===== src/rtl/sym_gate_pkg.sv =====
package sym_gate_pkg;

  typedef enum logic [2:0] {
    ST_WAITSEP,
    ST_IDLE,
    ST_TX,
    ST_RX,
    ST_POSTEOD,
    ST_RESP,
    ST_BREAK
  } frameState_t;

  // strobes from the timing datapath to the control
  typedef struct packed {
    logic level;     // synchronised bus level
    logic edgeSeen;  // level differs from previous sample
    logic riseSeen;  // passive to active
    logic hitEod;    // passive run reached end-of-data length
    logic hitEof;    // passive run reached end-of-frame length
    logic hitSep;    // passive run reached separation length
    logic hitBrk;    // active run reached break length
    logic winOpen;   // within resync window after last rise
  } busStat_t;

endpackage


===== src/rtl/sym_gate_sync.sv =====
module sym_gate_sync #(
  parameter int STAGES = 2
) (
  input  logic clk,
  input  logic rstN,
  input  logic din,
  output logic dout
);

  logic [STAGES-1:0] chain;

  generate
    for (genvar g = 0; g < STAGES; g++) begin : g_stage
      if (g == 0) begin : g_first
        always_ff @(posedge clk or negedge rstN)
          if (!rstN) chain[g] <= 1'b0;
          else       chain[g] <= din;
      end else begin : g_next
        always_ff @(posedge clk or negedge rstN)
          if (!rstN) chain[g] <= 1'b0;
          else       chain[g] <= chain[g-1];
      end
    end
  endgenerate

  assign dout = chain[STAGES-1];

endmodule


===== src/rtl/sym_gate_dp.sv =====
module sym_gate_dp
  import sym_gate_pkg::*;
#(
  parameter int EOD_TICKS    = 163,
  parameter int EOF_TICKS    = 239,
  parameter int SEP_TICKS    = 280,
  parameter int BRK_TICKS    = 239,
  parameter int RESYNC_TICKS = 104,
  parameter int SYNC_STAGES  = 2
) (
  input  logic     clk,
  input  logic     rstN,
  input  logic     busIn,
  output busStat_t stat
);

  localparam int LONGEST = (SEP_TICKS > BRK_TICKS) ? SEP_TICKS : BRK_TICKS;
  localparam int CNT_MAX = LONGEST + 1;
  localparam int CW      = $clog2(CNT_MAX + 1);
  localparam int WIN_MAX = RESYNC_TICKS + 1;
  localparam int WW      = $clog2(WIN_MAX + 1);

  logic          busS;
  logic          busPrev;
  logic [CW-1:0] runCnt;
  logic [WW-1:0] winCnt;
  logic          edgeNow;
  logic          riseNow;

  sym_gate_sync #(.STAGES(SYNC_STAGES)) u_sync (
    .clk  (clk),
    .rstN (rstN),
    .din  (busIn),
    .dout (busS)
  );

  always_ff @(posedge clk or negedge rstN)
    if (!rstN) busPrev <= 1'b0;
    else       busPrev <= busS;

  assign edgeNow = busS ^ busPrev;
  assign riseNow = busS & ~busPrev;

  // length of the current level, restarted by every edge, saturating
  always_ff @(posedge clk or negedge rstN) begin
    if (!rstN)                         runCnt <= '0;
    else if (edgeNow)                  runCnt <= CW'(1);
    else if (runCnt != CW'(CNT_MAX))   runCnt <= runCnt + CW'(1);
  end

  // ticks since the last rising edge, parked just past the window
  always_ff @(posedge clk or negedge rstN) begin
    if (!rstN)                         winCnt <= WW'(WIN_MAX);
    else if (riseNow)                  winCnt <= WW'(1);
    else if (winCnt != WW'(WIN_MAX))   winCnt <= winCnt + WW'(1);
  end

  always_comb begin
    stat.level    = busS;
    stat.edgeSeen = edgeNow;
    stat.riseSeen = riseNow;
    stat.hitEod   = ~busS & ~edgeNow & (runCnt == CW'(EOD_TICKS));
    stat.hitEof   = ~busS & ~edgeNow & (runCnt == CW'(EOF_TICKS));
    stat.hitSep   = ~busS & ~edgeNow & (runCnt == CW'(SEP_TICKS));
    stat.hitBrk   =  busS & ~edgeNow & (runCnt == CW'(BRK_TICKS));
    stat.winOpen  = (winCnt <= WW'(RESYNC_TICKS));
  end

  // every edge of the bus restarts the run length
  p_cnt_restart_r3: assert property (@(posedge clk) disable iff (!rstN)
    edgeNow |=> (runCnt == CW'(1)));

  // a rising edge always opens a fresh resync window
  p_win_opens_r7: assert property (@(posedge clk) disable iff (!rstN)
    riseNow |=> stat.winOpen);

endmodule


===== src/rtl/sym_gate_ctl.sv =====
module sym_gate_ctl
  import sym_gate_pkg::*;
(
  input  logic     clk,
  input  logic     rstN,
  input  busStat_t stat,
  input  logic     txReq,
  input  logic     ifrActive,
  output logic     eodPulse,
  output logic     eofPulse,
  output logic     sepPulse,
  output logic     txStart,
  output logic     arbLost,
  output logic     brkFlag,
  output logic     rxFlush,
  output logic     rxMute,
  output logic     busIdle
);

  frameState_t state, nState;
  logic pend, nPend;
  logic winArm, nWin;
  logic doEod, doEof, doSep, doStart, doArb, doFlush;

  always_comb begin
    nState  = state;
    nPend   = pend | txReq;
    nWin    = winArm & stat.winOpen;
    doEod   = 1'b0;
    doEof   = 1'b0;
    doSep   = 1'b0;
    doStart = 1'b0;
    doArb   = 1'b0;
    doFlush = 1'b0;
    unique case (state)
      ST_IDLE: begin
        if (pend | txReq) begin
          doStart = 1'b1;
          nPend   = 1'b0;
          nState  = ST_TX;
        end else if (stat.riseSeen) begin
          nState  = ST_RX;
        end
      end
      ST_WAITSEP: begin
        if (stat.riseSeen) begin
          if (pend | txReq) begin
            doStart = 1'b1;
            nPend   = 1'b0;
            nState  = ST_TX;
          end else begin
            nWin    = 1'b1;
            nState  = ST_RX;
          end
        end else if (stat.hitSep) begin
          doSep  = 1'b1;
          nState = ST_IDLE;
        end
      end
      ST_TX: begin
        if (stat.hitBrk) begin
          doArb  = 1'b1;
          nState = ST_BREAK;
        end else if (stat.hitEod) begin
          doEod  = 1'b1;
          nState = ST_POSTEOD;
        end
      end
      ST_RX: begin
        if (stat.hitBrk) begin
          doFlush = 1'b1;
          nWin    = 1'b0;
          nState  = ST_BREAK;
        end else if (winArm && stat.winOpen && txReq) begin
          doStart = 1'b1;
          nPend   = 1'b0;
          nWin    = 1'b0;
          nState  = ST_TX;
        end else if (stat.hitEod) begin
          doEod   = 1'b1;
          nWin    = 1'b0;
          nState  = ST_POSTEOD;
        end
      end
      ST_POSTEOD: begin
        if (stat.riseSeen || ifrActive) begin
          nState = ST_RESP;
        end else if (stat.hitEof) begin
          doEof  = 1'b1;
          nState = ST_WAITSEP;
        end
      end
      ST_RESP: begin
        if (stat.hitBrk) begin
          doFlush = 1'b1;
          nState  = ST_BREAK;
        end else if (stat.hitEof) begin
          doEof  = 1'b1;
          nState = ST_WAITSEP;
        end
      end
      ST_BREAK: begin
        if (stat.hitEof) begin
          doEof  = 1'b1;
          nState = ST_WAITSEP;
        end
      end
      default: nState = ST_WAITSEP;
    endcase
  end

  always_ff @(posedge clk or negedge rstN) begin
    if (!rstN) begin
      state    <= ST_WAITSEP;
      pend     <= 1'b0;
      winArm   <= 1'b0;
      eodPulse <= 1'b0;
      eofPulse <= 1'b0;
      sepPulse <= 1'b0;
      txStart  <= 1'b0;
      arbLost  <= 1'b0;
      rxFlush  <= 1'b0;
      brkFlag  <= 1'b0;
      rxMute   <= 1'b0;
      busIdle  <= 1'b0;
    end else begin
      state    <= nState;
      pend     <= nPend;
      winArm   <= nWin;
      eodPulse <= doEod;
      eofPulse <= doEof;
      sepPulse <= doSep;
      txStart  <= doStart;
      arbLost  <= doArb;
      rxFlush  <= doFlush;
      brkFlag  <= (nState == ST_BREAK);
      rxMute   <= (nState == ST_RESP);
      busIdle  <= (nState == ST_IDLE);
    end
  end

  // event pulses never overlap
  p_one_event_r12: assert property (@(posedge clk) disable iff (!rstN)
    $onehot0({eodPulse, eofPulse, sepPulse, txStart, arbLost, rxFlush}));

  // end-of-data pulse lasts a single cycle
  p_eod_single_r2: assert property (@(posedge clk) disable iff (!rstN)
    eodPulse |=> !eodPulse);

  // idle is only reported after a passive sample
  p_idle_passive_r4: assert property (@(posedge clk) disable iff (!rstN)
    busIdle |-> !$past(stat.level));

  // no start while a response is being masked
  p_no_resp_start_r8: assert property (@(posedge clk) disable iff (!rstN)
    txStart |-> !$past(rxMute));

  // lost arbitration always comes with the break flag
  p_arb_brk_r9: assert property (@(posedge clk) disable iff (!rstN)
    arbLost |-> brkFlag);

endmodule


===== src/rtl/bus_symbol_gate.sv =====
module bus_symbol_gate
  import sym_gate_pkg::*;
#(
  parameter int EOD_TICKS    = 163,
  parameter int EOF_TICKS    = 239,
  parameter int SEP_TICKS    = 280,
  parameter int BRK_TICKS    = 239,
  parameter int RESYNC_TICKS = 104,
  parameter int SYNC_STAGES  = 2
) (
  input  logic clk,
  input  logic rstN,
  input  logic busIn,
  input  logic txReq,
  input  logic ifrActive,
  output logic eodPulse,
  output logic eofPulse,
  output logic sepPulse,
  output logic txStart,
  output logic arbLost,
  output logic brkFlag,
  output logic rxFlush,
  output logic rxMute,
  output logic busIdle
);

  busStat_t stat;

  sym_gate_dp #(
    .EOD_TICKS    (EOD_TICKS),
    .EOF_TICKS    (EOF_TICKS),
    .SEP_TICKS    (SEP_TICKS),
    .BRK_TICKS    (BRK_TICKS),
    .RESYNC_TICKS (RESYNC_TICKS),
    .SYNC_STAGES  (SYNC_STAGES)
  ) u_dp (
    .clk   (clk),
    .rstN  (rstN),
    .busIn (busIn),
    .stat  (stat)
  );

  sym_gate_ctl u_ctl (
    .clk       (clk),
    .rstN      (rstN),
    .stat      (stat),
    .txReq     (txReq),
    .ifrActive (ifrActive),
    .eodPulse  (eodPulse),
    .eofPulse  (eofPulse),
    .sepPulse  (sepPulse),
    .txStart   (txStart),
    .arbLost   (arbLost),
    .brkFlag   (brkFlag),
    .rxFlush   (rxFlush),
    .rxMute    (rxMute),
    .busIdle   (busIdle)
  );

endmodule


===== config.mk =====
export PLATFORM = sky130hd
export DESIGN_NAME = bus_symbol_gate
export DESIGN_NICKNAME = d
export VERILOG_FILES = /design/src/rtl/sym_gate_pkg.sv /design/src/rtl/sym_gate_sync.sv /design/src/rtl/sym_gate_dp.sv /design/src/rtl/sym_gate_ctl.sv /design/src/rtl/bus_symbol_gate.sv
export SDC_FILE = /design/constraint.sdc
export NUM_CORES = 1
export LEC_CHECK = 0
export BUFFER_PORTS_ARGS = -buffer_cell sky130_fd_sc_hd__buf_2
export CAP_MARGIN = 40
export CORE_MARGIN = 4
export CORE_UTILIZATION = 55
export CTS_BUF_LIST = sky130_fd_sc_hd__clkbuf_8 sky130_fd_sc_hd__clkbuf_16
export DETAILED_ROUTE_END_ITERATION = 12
export PLACE_DENSITY = 0.76
export SYNTH_ARGS = -nofsm -noshare
export SYNTH_HDL_FRONTEND = slang
export SYNTH_SLANG_ARGS = --single-unit

===== constraint.sdc =====
create_clock -name clk -period 5.7 [get_ports clk]
set_input_delay 1.14 -clock clk [delete_from_list [all_inputs] [get_ports clk]]
set_output_delay 1.14 -clock clk [all_outputs]
set_load 0.01 [all_outputs]

==> impl_metrics.xml <==
<?xml version="1.0" encoding="UTF-8"?>
<metrics>
  <group name="run_status">
    <metric name="status" unit="">finished clean</metric>
  </group>
  <group name="worst_setup_path">
    <metric name="logic_depth_of_the_worst_setup_path_including_buffers" unit="">6</metric>
    <metric name="crit_path_top_delay_cell" unit="">sky130_fd_sc_hd__or4b_1</metric>
    <metric name="crit_buf_inv" unit="">1</metric>
    <metric name="delay_heaviest_family_cp" unit="">simple AND/OR/NAND/NOR gates</metric>
    <metric name="worstSetupEndpointType" unit="">flop</metric>
    <metric name="crit_path_max_incr_delay" unit="ns">0.50</metric>
    <metric name="reg2reg_depth" unit="">7</metric>
    <metric name="largest_driver_fanout_on_the_critical_path" unit="">7</metric>
    <metric name="setup.worst_path.class" unit="">input port to flop</metric>
    <metric name="cp_cell_sequence" unit="">buf_2 &gt; or4b_1 &gt; o31a_1 &gt; o22ai_1 &gt; a211oi_2 &gt; nor3_2</metric>
    <metric name="worst-r2r-setup-slack" unit="ns">3.74</metric>
    <metric name="regToRegStartpoint" unit="">u_dp.busPrev$_DFF_PN0_</metric>
    <metric name="timing.critical_path.required" unit="ns">5.92</metric>
    <metric name="arrival" unit="ns">2.37</metric>
    <metric name="startpoint" unit="">txReq</metric>
    <metric name="critical_path_start_type" unit="">input port</metric>
  </group>
  <group name="finish">
    <metric name="final_core_utilization" unit="">0.641</metric>
    <metric name="areaGrowthSynthToFinish" unit="%">10.1</metric>
    <metric name="layout.cells.most_common_list" unit="">sky130_fd_sc_hd__dfrtp_1 (29), sky130_fd_sc_hd__nor2_1 (20), sky130_fd_sc_hd__buf_2 (13)</metric>
    <metric name="final_common_cell" unit="">sky130_fd_sc_hd__dfrtp_1</metric>
    <metric name="design.final.nets" unit="">205</metric>
    <metric name="drive_above_1_share" unit="">0.161</metric>
    <metric name="final_cell_area" unit="sq um">1970</metric>
    <metric name="antennaDiodeCount" unit="">0</metric>
    <metric name="layout.cells.non_filler" unit="">236</metric>
  </group>
  <group name="placement">
    <metric name="numPortBuffers" unit="">13</metric>
    <metric name="hpwlAfterDp" unit="um">2430</metric>
    <metric name="placed_area" unit="sq um">1880</metric>
    <metric name="final_weighted_congestion_of_routability_driven_global_placement" unit="">0.850</metric>
    <metric name="dp.cells" unit="">228</metric>
  </group>
  <group name="timing">
    <metric name="timing_hold_violations_final" unit="">0</metric>
    <metric name="grt_setup_unrepaired" unit="">no</metric>
    <metric name="skew_final" unit="ns">0.00994</metric>
    <metric name="max_freq" unit="MHz">465</metric>
    <metric name="tightest_slew" unit="ns">0.719</metric>
    <metric name="timing.final.crit_share" unit="">0.377</metric>
    <metric name="timing.slew.headroom" unit="">0.521</metric>
    <metric name="slew_violations" unit="">0</metric>
    <metric name="timing.final.setup_violations" unit="">0</metric>
    <metric name="post-route-min-period" unit="ns">2.15</metric>
    <metric name="setup_tns" unit="ns">0</metric>
  </group>
  <group name="worst_hold_path">
    <metric name="min_path_cells" unit="">0</metric>
    <metric name="worstHoldStart" unit="">u_dp.u_sync.chain[0]$_DFF_PN0_</metric>
    <metric name="hp-class" unit="">flop to flop</metric>
  </group>
  <group name="floorplan">
    <metric name="dieWidth" unit="um">65.1</metric>
    <metric name="row_count" unit="">20</metric>
    <metric name="placeableCoreArea" unit="sq um">3080</metric>
    <metric name="top_level_ports" unit="">14</metric>
    <metric name="die_area" unit="sq um">4230</metric>
    <metric name="initial_core_util" unit="">0.582</metric>
    <metric name="die_h" unit="um">65.1</metric>
  </group>
  <group name="drt">
    <metric name="remaining_drc_errors" unit="">0</metric>
    <metric name="wire_per_inst" unit="um">14.1</metric>
    <metric name="post_drt_via_cell_ratio" unit="">5.67</metric>
    <metric name="finalWirelength" unit="um">3340</metric>
    <metric name="detailroute.via_count" unit="">1338</metric>
    <metric name="drt_iter0_drc" unit="">124</metric>
    <metric name="drt_pass_1_iters" unit="">4</metric>
    <metric name="drt.antenna.violating_nets" unit="">0</metric>
  </group>
  <group name="clocking">
    <metric name="cts_root_buf" unit="">sky130_fd_sc_hd__clkbuf_8</metric>
    <metric name="insertion_delay" unit="ns">0.29</metric>
    <metric name="ctsResizeCount" unit="">0</metric>
    <metric name="cts_tree" unit="">built</metric>
    <metric name="cts_max_path_buffers" unit="">2</metric>
    <metric name="cts_setup_buffers" unit="">0</metric>
    <metric name="cts_hold_buf" unit="">0</metric>
    <metric name="cts_inserted_buffers" unit="">5</metric>
    <metric name="cts.clk_slew.worst_paths" unit="ns">0.07</metric>
    <metric name="numClockSinks" unit="">33</metric>
    <metric name="htreeDepth" unit="">2</metric>
  </group>
  <group name="grt">
    <metric name="grt_pass1_wl" unit="um">5820</metric>
    <metric name="number_of_global_route_vias_before_repair" unit="">1349</metric>
    <metric name="grt.overflow.total" unit="">0</metric>
    <metric name="grt_start_max_net_pins" unit="">34</metric>
    <metric name="track_usage" unit="">0.180</metric>
    <metric name="grt_antenna_before_repair" unit="">0</metric>
  </group>
  <group name="pwr">
    <metric name="irDropWorstVdd" unit="mV">0.200</metric>
    <metric name="power_density_over_cell_area" unit="nW/um^2">328</metric>
    <metric name="leakagePower" unit="nW">0.919</metric>
  </group>
  <group name="synthesis">
    <metric name="number_of_enable_type_register_cells_in_the_synthesized_netlist" unit="">0</metric>
    <metric name="post-synth-top-area-cell" unit="">sky130_fd_sc_hd__dfrtp_1</metric>
    <metric name="dominant_cells_by_area_after_synthesis" unit="">sky130_fd_sc_hd__dfrtp_1 (41%), sky130_fd_sc_hd__ha_1 (6.3%), sky130_fd_sc_hd__dfstp_2 (5.9%), sky130_fd_sc_hd__nor2_1 (4.2%), sky130_fd_sc_hd__xor2_1 (3.4%)</metric>
    <metric name="synthCells" unit="">178</metric>
    <metric name="avgSynthCellArea" unit="sq um">10.1</metric>
    <metric name="synthDominantCellAreaShare" unit="">0.405</metric>
    <metric name="post_synth_instance_area" unit="sq um">1790</metric>
    <metric name="synth_cell_type_count" unit="">49</metric>
    <metric name="async_flop_share" unit="">1.00</metric>
    <metric name="synth-warning-count" unit="">0</metric>
    <metric name="ys_ff_latch" unit="">33</metric>
    <metric name="postSynthNetCount" unit="">192</metric>
    <metric name="synth_seq_area_share" unit="">0.464</metric>
    <metric name="ys.flop_type" unit="">sky130_fd_sc_hd__dfrtp_1</metric>
  </group>
  <group name="run">
    <metric name="drv_cap" unit="">0</metric>
  </group>
</metrics>
==> Yosys cell counts, types with 2 or more instances <==
cell type and instances:
sky130_fd_sc_hd__nor3_1 7, sky130_fd_sc_hd__o21ai_0 2, sky130_fd_sc_hd__xor2_1 7, sky130_fd_sc_hd__ha_1 9, sky130_fd_sc_hd__a21oi_1 5, sky130_fd_sc_hd__mux2i_1 2, sky130_fd_sc_hd__dfrtp_1 29, sky130_fd_sc_hd__nor2b_1 4
sky130_fd_sc_hd__and2_1 3, sky130_fd_sc_hd__buf_2 3, sky130_fd_sc_hd__nand3_1 10, sky130_fd_sc_hd__nor2_1 20, sky130_fd_sc_hd__xnor2_1 6, sky130_fd_sc_hd__nand2b_1 5, sky130_fd_sc_hd__nor3b_1 2, sky130_fd_sc_hd__nor4bb_1 2
sky130_fd_sc_hd__nand4_1 3, sky130_fd_sc_hd__and3_1 3, sky130_fd_sc_hd__o22ai_1 2, sky130_fd_sc_hd__inv_1 10, sky130_fd_sc_hd__dfstp_2 4, sky130_fd_sc_hd__nand2_1 11, sky130_fd_sc_hd__clkbuf_1 3
==> final timing paths <==
kind | endpoint
max | u_ctl.busIdle$_DFF_PN0_
min | u_dp.u_sync.dout$_DFF_PN0_
max reg2reg | u_ctl.busIdle$_DFF_PN0_
min reg2reg | u_dp.u_sync.dout$_DFF_PN0_
max in group asynchronous | u_dp.runCnt[2]$_DFFE_PN0P_
min in group asynchronous | u_ctl.state[2]$_DFF_PN0_
==> routing by layer <==
metal,part of all wire,up-vias,global-route usage
met2,0.49,37,0.300
met1,0.43,646,0.217
met5,0,-,0
met3,0.052,8,0.0468
li1,-,647,-
met4,0.022,0,0.0855
==> area by class of cell <==
| type | count | area (sq um) |
|---|---|---|
| flip-flops and latches | 33 | 831 |
| well taps | 44 | 55.1 |
| clock inverters | 2 | 7.51 |
| multi-input cells | 128 | 893 |
| clock buffers | 6 | 82.6 |
| fillers | 257 | 1110 |
| inverters | 10 | 37.5 |
| repair buffers | 13 | 65.1 |
==> power breakdown <==
group	leakage [nW]	switching (W)	internal, W
clock	0.0538	0.0000800	0.0000947
combinational	0.445	0.0000842	0.0000661
sequential	0.421	0.0000515	0.000270
total	0.919	0.000216	0.000431
==> cell families (layout without fill, tap and decap cells) <==
family                     Yosys count  count (layout)  share of synthesized area
and+or+nand+nor                     80              80                      0.253
DFF                                 33              33                      0.464
AOI/OAI and AO/OA                   24              24                      0.108
buffers and inverters               17              31                     0.0377
xor gates and xnor gates            13              13                     0.0635
adders and majority gates            9               9                     0.0629
muxes                                2               2                     0.0112
==> worst reg2reg max path: cells and delay by family (launching register included) <==
family,cells,cell delay [ns]
adder cells (fa/ha/maj),1,0.54
AO/OA/AOI/OAI,3,0.54
flip-flops,1,0.38
AND/OR/NAND/NOR,2,0.35
buffers and inverters,1,0.08
==> state kept, by name, indices dropped and copies added (netlist names) <==
| register | flops |
|---|---|
| u_dp.u_sync.dout | 1 |
| u_ctl.sepPulse | 1 |
| u_ctl.rxFlush | 1 |
| u_ctl.pend | 1 |
| u_dp.u_sync.chain | 1 |
| u_ctl.txStart | 1 |
| u_dp.busPrev | 1 |
| u_ctl.state | 3 |
| u_ctl.eodPulse | 1 |
| u_ctl.busIdle | 1 |
| u_ctl.winArm | 1 |
| u_ctl.brkFlag | 1 |
| u_ctl.rxMute | 1 |
| u_dp.runCnt | 9 |
| u_ctl.arbLost | 1 |
| u_ctl.eofPulse | 1 |
| u_dp.winCnt | 7 |
==> stage by stage <==
step | hold slack (ns) | power, W | setup WS (ns)
floorplan | 0.331 | 0.000436 | 3.49
global placement | 0.333 | 0.000465 | 3.30
detailed placement | 0.337 | 0.000474 | 3.25
CTS | 0.353 | 0.000650 | 3.56
global route | 0.365 | 0.000691 | 3.47
finish | 0.351 | 0.000647 | 3.55
No activity file was read; power rests on OpenSTA's default activity.
